**config.mk**
```make
export PLATFORM = sky130hd
export DESIGN_NAME = tmr_pair16
export DESIGN_NICKNAME = d
export VERILOG_FILES = /design/src/rtl/tmr_pkg.sv /design/src/rtl/tmr_prescale.sv /design/src/rtl/tmr_core.sv /design/src/rtl/tmr_pair16.sv
export SDC_FILE = /design/constraint.sdc
export NUM_CORES = 1
export LEC_CHECK = 0
export BUFFER_PORTS_ARGS = -buffer_cell sky130_fd_sc_hd__clkbuf_2
export CAP_MARGIN = 20
export CORE_MARGIN = 5
export CORE_UTILIZATION = 30
export DETAILED_ROUTE_END_ITERATION = 10
export HOLD_SLACK_MARGIN = 0.15
export SYNTH_ARGS = -nofsm -noshare
export SYNTH_HDL_FRONTEND = slang
export SYNTH_HIERARCHICAL = 1
export SYNTH_SLANG_ARGS = --single-unit
```
**constraint.sdc**
```tcl
create_clock -name clk -period 3.92 [get_ports clk]
set_clock_uncertainty 0.05 [all_clocks]
set_input_delay 0.196 -clock clk [delete_from_list [all_inputs] [get_ports clk]]
set_output_delay 0.196 -clock clk [all_outputs]
set_load 0.02 [all_outputs]
```
**src/rtl/tmr_pkg.sv**
```systemverilog
package tmr_pkg;
  typedef enum logic [1:0] {
    SRC_EXT  = 2'b00,
    SRC_INT  = 2'b01,
    SRC_SLOW = 2'b10,
    SRC_OFF  = 2'b11
  } clk_src_e;

  localparam logic [2:0] F_MODE = 3'd0;
  localparam logic [2:0] F_PSR  = 3'd1;
  localparam logic [2:0] F_REF  = 3'd2;
  localparam logic [2:0] F_CNT  = 3'd3;
  localparam logic [2:0] F_EVT  = 3'd4;
  localparam logic [2:0] F_CFG  = 3'd7;

  localparam int MB_SRC_LO  = 1;
  localparam int MB_RESTART = 3;
  localparam int MB_IEN     = 4;
  localparam int MB_SPS_LO  = 8;
  localparam int EV_REF_BIT = 1;
endpackage

```
**src/rtl/tmr_prescale.sv**
```systemverilog
module tmr_prescale
  import tmr_pkg::*;
#(
  parameter int PS_W     = 8,
  parameter int SLOW_DIV = 16
) (
  input  logic            clk,
  input  logic            rst,
  input  logic            clr,
  input  logic            run,
  input  logic [1:0]      src,
  input  logic            ext_tick,
  input  logic [PS_W-1:0] psr,
  input  logic [PS_W-1:0] sps,
  output logic            tick
);
  localparam int SD_W = (SLOW_DIV > 2) ? $clog2(SLOW_DIV) : 1;
  localparam logic [SD_W-1:0] SD_LAST = SD_W'(SLOW_DIV - 1);

  logic [SD_W-1:0] sd_q;
  logic [PS_W-1:0] p_q;
  logic [PS_W-1:0] s_q;
  logic            src_tick;
  logic            p_tick;

  always_comb begin
    case (clk_src_e'(src))
      SRC_EXT:  src_tick = ext_tick;
      SRC_INT:  src_tick = 1'b1;
      SRC_SLOW: src_tick = (sd_q == SD_LAST);
      default:  src_tick = 1'b0;
    endcase
  end

  assign p_tick = run && src_tick && (p_q >= psr);
  assign tick   = p_tick && (s_q >= sps);

  always_ff @(posedge clk) begin
    if (rst || clr) begin
      sd_q <= '0;
      p_q  <= '0;
      s_q  <= '0;
    end else if (run) begin
      sd_q <= (sd_q == SD_LAST) ? '0 : sd_q + SD_W'(1);
      if (src_tick)
        p_q <= (p_q >= psr) ? '0 : p_q + PS_W'(1);
      if (p_tick)
        s_q <= (s_q >= sps) ? '0 : s_q + PS_W'(1);
    end
  end
endmodule

```
**src/rtl/tmr_core.sv**
```systemverilog
module tmr_core
  import tmr_pkg::*;
#(
  parameter int CNT_W    = 16,
  parameter int PS_W     = 8,
  parameter int SLOW_DIV = 16
) (
  input  logic             clk,
  input  logic             rst,
  input  logic             stop,
  input  logic             clr,
  input  logic             ext_tick,
  input  logic             wr_mode,
  input  logic             wr_psr,
  input  logic             wr_ref,
  input  logic             wr_cnt,
  input  logic             wr_evt,
  input  logic [CNT_W-1:0] wdata,
  output logic [CNT_W-1:0] mode_o,
  output logic [PS_W-1:0]  psr_o,
  output logic [CNT_W-1:0] ref_o,
  output logic [CNT_W-1:0] cnt_o,
  output logic             evt_o,
  output logic             irq_o
);
  logic [1:0]       src_q;
  logic             restart_q;
  logic             ien_q;
  logic [PS_W-1:0]  sps_q;
  logic [PS_W-1:0]  psr_q;
  logic [CNT_W-1:0] ref_q;
  logic [CNT_W-1:0] cnt_q;
  logic             evt_q;
  logic             irq_q;
  logic             tick;
  logic             hit;

  tmr_prescale #(.PS_W(PS_W), .SLOW_DIV(SLOW_DIV)) u_ps (
    .clk      (clk),
    .rst      (rst),
    .clr      (clr),
    .run      (!stop),
    .src      (src_q),
    .ext_tick (ext_tick),
    .psr      (psr_q),
    .sps      (sps_q),
    .tick     (tick)
  );

  assign hit = tick && (cnt_q == ref_q);

  always_ff @(posedge clk) begin
    if (rst) begin
      src_q     <= '0;
      restart_q <= 1'b0;
      ien_q     <= 1'b0;
      sps_q     <= '0;
      psr_q     <= '0;
      ref_q     <= '0;
    end else begin
      if (wr_mode) begin
        src_q     <= wdata[MB_SRC_LO +: 2];
        restart_q <= wdata[MB_RESTART];
        ien_q     <= wdata[MB_IEN];
        sps_q     <= wdata[MB_SPS_LO +: PS_W];
      end
      if (wr_psr) psr_q <= wdata[PS_W-1:0];
      if (wr_ref) ref_q <= wdata;
    end
  end

  always_ff @(posedge clk) begin
    if (rst || clr) begin
      cnt_q <= '0;
      evt_q <= 1'b0;
    end else begin
      if (wr_cnt)
        cnt_q <= wdata;
      else if (tick)
        cnt_q <= (hit && restart_q) ? '0 : cnt_q + CNT_W'(1);
      evt_q <= (evt_q && !(wr_evt && wdata[EV_REF_BIT])) || hit;
    end
  end

  always_ff @(posedge clk) begin
    if (rst) irq_q <= 1'b0;
    else     irq_q <= evt_q && ien_q;
  end

  always_comb begin
    mode_o                     = '0;
    mode_o[MB_SRC_LO +: 2]     = src_q;
    mode_o[MB_RESTART]         = restart_q;
    mode_o[MB_IEN]             = ien_q;
    mode_o[MB_SPS_LO +: PS_W]  = sps_q;
  end

  assign psr_o = psr_q;
  assign ref_o = ref_q;
  assign cnt_o = cnt_q;
  assign evt_o = evt_q;
  assign irq_o = irq_q;
endmodule

```
**src/rtl/tmr_pair16.sv**
```systemverilog
module tmr_pair16
  import tmr_pkg::*;
#(
  parameter int CNT_W    = 16,
  parameter int PS_W     = 8,
  parameter int SLOW_DIV = 16,
  localparam int ADDR_W  = 4,
  localparam int N_TMR   = 2
) (
  input  logic              clk,
  input  logic              rst,
  input  logic              wr_en,
  input  logic [ADDR_W-1:0] wr_addr,
  input  logic [CNT_W-1:0]  wr_data,
  input  logic [ADDR_W-1:0] rd_addr,
  output logic [CNT_W-1:0]  rd_data,
  input  logic [N_TMR-1:0]  ext_tick,
  output logic [N_TMR-1:0]  irq
);
  logic [7:0]                  cfg_q;
  logic [N_TMR-1:0][CNT_W-1:0] mode_w;
  logic [N_TMR-1:0][PS_W-1:0]  psr_w;
  logic [N_TMR-1:0][CNT_W-1:0] ref_w;
  logic [N_TMR-1:0][CNT_W-1:0] cnt_w;
  logic [N_TMR-1:0]            evt_w;
  logic [2:0]                  wf;
  logic [2:0]                  rf;
  logic                        rt;

  assign wf = wr_addr[2:0];
  assign rf = rd_addr[2:0];
  assign rt = rd_addr[3];

  always_ff @(posedge clk) begin
    if (rst)                       cfg_q <= '0;
    else if (wr_en && wf == F_CFG) cfg_q <= wr_data[7:0];
  end

  for (genvar t = 0; t < N_TMR; t++) begin : g_tmr
    localparam int SB = (t % 2 == 1) ? 5 : 1;
    localparam int RB = SB - 1;
    logic sel;
    assign sel = wr_en && (wr_addr[3] == 1'(t));

    tmr_core #(.CNT_W(CNT_W), .PS_W(PS_W), .SLOW_DIV(SLOW_DIV)) u_core (
      .clk      (clk),
      .rst      (rst),
      .stop     (cfg_q[SB]),
      .clr      (cfg_q[RB]),
      .ext_tick (ext_tick[t]),
      .wr_mode  (sel && wf == F_MODE),
      .wr_psr   (sel && wf == F_PSR),
      .wr_ref   (sel && wf == F_REF),
      .wr_cnt   (sel && wf == F_CNT),
      .wr_evt   (sel && wf == F_EVT),
      .wdata    (wr_data),
      .mode_o   (mode_w[t]),
      .psr_o    (psr_w[t]),
      .ref_o    (ref_w[t]),
      .cnt_o    (cnt_w[t]),
      .evt_o    (evt_w[t]),
      .irq_o    (irq[t])
    );
  end

  always_ff @(posedge clk) begin
    if (rst) begin
      rd_data <= '0;
    end else begin
      case (rf)
        F_MODE:  rd_data <= mode_w[rt];
        F_PSR:   rd_data <= {{(CNT_W-PS_W){1'b0}}, psr_w[rt]};
        F_REF:   rd_data <= ref_w[rt];
        F_CNT:   rd_data <= cnt_w[rt];
        F_EVT:   rd_data <= {{(CNT_W-2){1'b0}}, evt_w[rt], 1'b0};
        F_CFG:   rd_data <= {{(CNT_W-8){1'b0}}, cfg_q};
        default: rd_data <= '0;
      endcase
    end
  end
endmodule

```
==> results of run 1 <==
-- how the worst max path moves through the flow --
stage | start | end | slack, ns
3_5_place_dp | g_tmr[1].u_core/psr_o[6] | g_tmr[1].u_core/cnt_o[3] | 0.89
3_3_place_gp | g_tmr[1].u_core/psr_o[6] | g_tmr[1].u_core/cnt_o[3] | 0.96
2_1_floorplan | g_tmr[0].u_core/u_ps/p_q[0] | g_tmr[0].u_core/cnt_o[11] | 0.99
4_1_cts | g_tmr[1].u_core/psr_o[6] | g_tmr[1].u_core/cnt_o[6] | 0.85
6_report | g_tmr[1].u_core/psr_o[6] | g_tmr[1].u_core/cnt_o[6] | 0.82
5_1_grt | g_tmr[1].u_core/psr_o[6] | g_tmr[1].u_core/cnt_o[6] | 0.60
-- cell usage in the layout (no fill, tap or decap), drive strengths merged, types with 9 or more instances in the layout --
cell	synthesis	routed
dfxtp	172	172
mux2i	124	124
nor2	113	113
nand2	90	90
a21oi	65	65
inv	55	63
clkbuf	38	61
o22ai	52	52
nand3	42	42
ha	40	40
xor2	31	31
nor3b	27	27
xnor2	26	26
nor3	20	20
buf	41	17
a31oi	16	16
o21ai	16	16
or3	15	15
nand4	15	15
a211oi	14	14
or2	12	12
o21a	10	10
and3	9	9
mux2	9	9
-- metrics by stage --
stage | hold slack (ns) | utilization (%) | area (um^2) | power, mW | instances
after CTS | 0.151 | 33.9 | 11000 | 3.94 | 1597
final | 0.170 | 34.0 | 11000 | 3.91 | 1599
after global routing | 0.157 | 34.0 | 11000 | 4.08 | 1599
after floorplan | 0.282 | - | 9820 | 2.17 | 1136
after detailed placement | 0.397 | 32.0 | 10300 | 2.32 | 1558
after global placement | 0.394 | 32.0 | 10300 | 2.31 | 1558
-- power groups by stage --
stage / registers [mW] / clock network, mW / logic (mW)
after global routing: 1.85 / 1.75 / 0.479
after global placement: 1.88 / 0 / 0.425
final: 1.84 / 1.62 / 0.441
after detailed placement: 1.88 / 0 / 0.431
after floorplan: 1.86 / 0 / 0.310
after CTS: 1.84 / 1.66 / 0.437
-- layout make-up --
class                           instances  area share (%)
Clock buffer                           17            3.87
Clock inverter                         15            1.15
Inverter                               55            1.88
Multi-Input combinational cell        830            52.9
Sequential cell                       172            31.3
Tap cell                              442            5.03
Timing Repair Buffer                   68            3.82
-- worst register-to-register path, stage by stage (launching register included) --
cell     delay [ns]
dfxtp_1        0.37
inv_1          0.07
ha_1           0.34
nand4_1        0.15
o311a_2        0.57
nor3_2         0.23
o21ai_0        0.12
nor4_1         0.37
a311o_2        0.51
o22ai_1        0.17
-- logic make-up (layout without fill, tap and decap cells) --
group,after synthesis,after routing,share of synthesized area (%)
other cells,2,8,0.0767
mux,133,133,13.7
simple gates,384,384,19.4
xor+xnor,57,57,5.10
flops,172,172,35.2
buf+inv,134,155,6.17
fa+ha+maj,40,40,5.11
compound gates,208,208,15.3
-- registers in the layout, summed over array words and instances, names as in the netlist --
| register | count |
|---|---|
| g_tmr.u_core/evt_o | 2 |
| g_tmr.u_core/irq_o | 2 |
| g_tmr.u_core/u_ps/sd_q | 8 |
| g_tmr.u_core/restart_q | 2 |
| g_tmr.u_core/ien_q | 2 |
| g_tmr.u_core/u_ps/s_q | 16 |
| g_tmr.u_core/psr_o | 16 |
| rd_data | 16 |
| g_tmr.u_core/src_q | 4 |
| g_tmr.u_core/sps_q | 16 |
| g_tmr.u_core/u_ps/p_q | 16 |
| g_tmr.u_core/ref_o | 32 |
| cfg_q | 8 |
| g_tmr.u_core/cnt_o | 32 |
-- per-layer routing --
metal | wire (um) | global-route usage [%] | up-vias
li1 | - | - | 4029
met1 | 12700 | 20.7 | 3951
met2 | 12800 | 24.3 | 243
met3 | 1350 | 2.34 | 74
met4 | 1630 | 9.48 | 2
met5 | 13 | 0 | -
==> results.yml, run 1 <==
status:
  outcome: "complete, no violations"
setup_path:
  path_max_fanout: 17
  cp_slowest_cell: "o311a_2"
  crit_family: "compound AO/OA/AOI/OAI gates"
  worstSetupEndpointType: "flip-flop"
  r2r_start: "g_tmr[1].u_core/psr_o[6]"
  arrival_ns: 3.34
  start_kind: "flip-flop"
  r2r_cells: 9
  max_stage_delay_ns: 0.57
  crit_required_ns: 4.16
  path_depth: 9
  r2r-end: "g_tmr[1].u_core/cnt_o[6]"
  r2r_setup_slack_ns: 0.82
  worst-setup-path-type: "flip-flop to flip-flop"
  critPathBufInv: 1
  cp_cell_sequence: "inv_1 -> ha_1 -> nand4_1 -> o311a_2 -> nor3_2 -> o21ai_0 -> nor4_1 -> a311o_2 -> o22ai_1"
sta:
  period_minus_slack_ns: 3.10
  hold_viol: 0
  relSlewSlack_pct: 27.7
  fin_setup_tns_ns: 0
  fmax_mhz: 323
  grt_setup_unrepaired: "false"
  setup_viol: 0
  min_period_over_period_pct: 79.0
  tightest_slew_ns: 1.08
  slew_viol_final: 0
  finalWorstSetupSlack_ns: 0.823
floorplan:
  io_pins: 47
  initial_core_util_pct: 30.3
  die_w_um: 191
  die_y_um: 191
  rows: 66
  core_mm2: 0.0324
  dieArea_mm2: 0.0364
hold_path:
  whs_endpoint: "g_tmr[1].u_core/sps_q[2]"
  min_from: "wr_data[10]"
  hold_class: "input port to flip-flop"
  min_path_cells: 3
routing:
  ant_nets: 0
  avgRoutedWirePerCell_um: 17.8
  avgViaCountPerCell: 5.19
  drt-initial-drc-count: 710
  vias: 8299
  drc_errors: 0
  drt_wl_total_um: 28400
  first_pass_iters: 5
clock_network:
  path_clk_slew_ns: 0.08
  post_cts_resized: 0
  clk_latency_ns: 0.44
  clock-sinks: 172
  cts.htree.levels: 4
  cts_hold_buf: 7
  cts-root-buf: "clkbuf_16"
  clockBufferDepth: 2
  cts_tree: "yes"
  post_cts_buffers: 0
  cts_buffers: 17
final_layout:
  multiInputGateArea_mm2: 0.00582
  area_growth_pct: 12.2
  num_antenna_cells: 0
  drive_gt1_share_pct: 13.1
  final-seq-area_mm2: 0.00344
  n_fill_cell: 3374
  layout.nets: 1213
grt:
  grt_pass1_vias: 7804
  overflow: 0
  grt_max_degree: 52
  antenna_found_initial: 1
  grt_pass1_wl_um: 44600
  grt_util_all_layers_pct: 15.7
yosys:
  yosysWarnings: 6
  synth_flop_cell: "dfxtp_1"
  synthArstFlopShare_pct: 0
  synth.top_cells.by_area: "dfxtp_1 35%, mux2i_1 13%, ha_1 5.1%"
  ys_seq_elements: 172
  synth_edf_count: 0
  synth_most_common_cell: "dfxtp_1"
  synth_cell_types: 53
  yosysTopAreaCellShare_pct: 35.2
  ys_top_cells_by_count: "172 x dfxtp_1, 124 x mux2i_1, 113 x nor2_1, 90 x nand2_1, 63 x a21oi_1"
  avgSynthCellArea_um2: 8.67
  syn_inst: 1130
  syn_area_mm2: 0.00979
  yosysSeqAreaShare_pct: 35.2
  synth_top_area_cell: "dfxtp_1"
power_and_ir_drop:
  switching_share_pct: 28.9
  combPwrFrac_pct: 11.3
  powerDensity_mw_per_mm2: 355
  clkPwrFrac_pct: 41.5
  p_switching_mw: 1.13
  p_seq_share_pct: 47.2
  vdd_ir_drop_max_mv: 0.224
  leakage_nw: 3.86
  p_int_mw: 2.78
placement:
  gp_congestion: 0.882
  dp_hpwl_um: 20700
  portBuffers: 46
  dpl_worst_slack_ns: 0.886
flow_run:
  drv_cap: 0
(Power assumes the default switching activity.)
==> run 2: changes to the inputs <==
==> constraint.sdc (replaced) <==
create_clock -name clk -period 3.1 [get_ports clk]
set_clock_uncertainty 0.05 [all_clocks]
set_input_delay 0.155 -clock clk [delete_from_list [all_inputs] [get_ports clk]]
set_output_delay 0.155 -clock clk [all_outputs]
set_load 0.02 [all_outputs]
==> results.yml, run 2 (synthesized netlist as in run 1, its figures left out) <==
status:
  outcome: "complete, no violations"
power_and_ir_drop:
  leakage_nw: 3.96
  powerDensity_mw_per_mm2: 448
  vdd_ir_drop_max_mv: 0.371
  power_mw: 5.01
floorplan:
  initial_core_util_pct: 30.3
  io_pins: 47
  die_w_um: 191
  dieArea_mm2: 0.0364
  core_mm2: 0.0324
  rows: 66
  die_y_um: 191
clock_network:
  post_cts_resized: 0
  clk_latency_ns: 0.44
  clockBufferDepth: 2
  cts_buffers: 17
  path_clk_slew_ns: 0.07
  cts_tree: "yes"
  cts.htree.levels: 4
  cts-root-buf: "clkbuf_16"
  clock-sinks: 172
setup_path:
  arrival_ns: 3.19
  max_stage_delay_ns: 0.51
  cp_slowest_cell: "a311o_2"
  cp_cell_sequence: "inv_1 -> ha_1 -> nand4_1 -> o311a_2 -> nor3_2 -> o21ai_0 -> nor4_1 -> a311o_2 -> o22ai_1"
  crit_family: "compound AO/OA/AOI/OAI gates"
  start_kind: "flip-flop"
  worstSetupEndpointType: "flip-flop"
  path_max_fanout: 15
  crit_required_ns: 3.35
  worst-setup-path-type: "flip-flop to flip-flop"
  critPathBufInv: 1
flow_run:
  drv_cap: 0
grt:
  grt_util_all_layers_pct: 16.1
  antenna_found_initial: 0
  grt_max_degree: 49
  grt_pass1_vias: 8101
  grt_pass1_wl_um: 45700
  overflow: 0
final_layout:
  final_common_cell: "dfxtp_1"
  layout.nets: 1234
  drive_gt1_share_pct: 13.7
  final_cell_mix: "172 x dfxtp_1, 124 x mux2i_1, 111 x nor2_1"
  area_growth_pct: 14.2
routing:
  drt-initial-drc-count: 641
  drt_wl_total_um: 28900
  first_pass_iters: 5
  avgViaCountPerCell: 5.10
  vias: 8260
  drc_errors: 0
  ant_nets: 0
  avgRoutedWirePerCell_um: 17.8
sta:
  relSlewSlack_pct: 42.1
  setup_viol: 0
  grt_setup_unrepaired: "false"
  slew_viol_final: 0
  period_minus_slack_ns: 2.94
  tightest_slew_ns: 0.869
  fin_setup_tns_ns: 0
  hold_viol: 0
  min_period_over_period_pct: 94.7
  fmax_mhz: 341
placement:
  dp_hpwl_um: 21000
  gp_congestion: 0.873
  portBuffers: 46
hold_path:
  hold_class: "input port to flip-flop"
[run 2: cell types whose count changed in the layout (fill, tap and decap cells not counted), sizes merged]
cell         before  now
buf              17   29
clkbuf           61   65
dlygate4sd3       7   16
inv              63   58
bufinv            0    1
diode             0    1
[run 2: layout make-up]
type                    instances  area (um^2)
clock buffers                  21          450
multi-input cells             830         5820
flip-flops and latches        172         3440
repair buffers                 89          606
well taps                     442          553
fillers                      3411        21200
clock inverters                11          111
diodes                          1         2.50
inverters                      55          206
[run 2: where the power goes]
group          switching [mW]  internal, mW  total, mW
clock network           0.953          1.14       2.09
registers              0.0721          2.26       2.33
logic                   0.363         0.223      0.586
total                    1.39          3.62       5.01
[run 2: final timing paths]
| check | startpoint | endpoint | slack (ns) | cells past startpoint |
|---|---|---|---|---|
| max | g_tmr[1].u_core/psr_o[6] | g_tmr[1].u_core/cnt_o[8] | 0.16 | 9 |
| max reg2reg | g_tmr[1].u_core/psr_o[6] | g_tmr[1].u_core/cnt_o[8] | 0.16 | 9 |
| min | wr_data[13] | g_tmr[1].u_core/ref_o[13] | 0.19 | 3 |
| min reg2reg | cfg_q[2] | cfg_q[2] | 0.41 | 2 |
[run 2: stage by stage]
step	hold slack [ns]	utilization [%]	std cells	cell area, um^2	setup WS (ns)
2_1_floorplan	0.241	-	1136	9820	0.167
3_3_place_gp	0.394	32.3	1571	10400	0.319
3_5_place_dp	0.402	32.3	1571	10400	0.178
4_1_cts	0.166	34.5	1619	11200	0.161
5_1_grt	0.181	34.6	1620	11200	0.0347
6_report	0.189	34.6	1621	11200	0.164
[run 2: worst min-delay path, stage by stage]
cell and delay, ns:
clkbuf_2 0.29, mux2i_1 0.13, nor2_1 0.07
[run 2: what timing repair did]
action                                  in CTS  in global routing
endpoints found under the setup margin       0                 10
setup buffers                                0                  1
endpoints found under the hold margin       42                  0
hold buffers                                16                  0
[run 2: per-layer routing]
layer	vias up	track usage, %	share of wire [%]
met5	-	0	0
met3	44	2.49	4.4
li1	4092	-	-
met1	3944	21.0	45
met4	0	7.21	3.5
met2	180	26.3	47
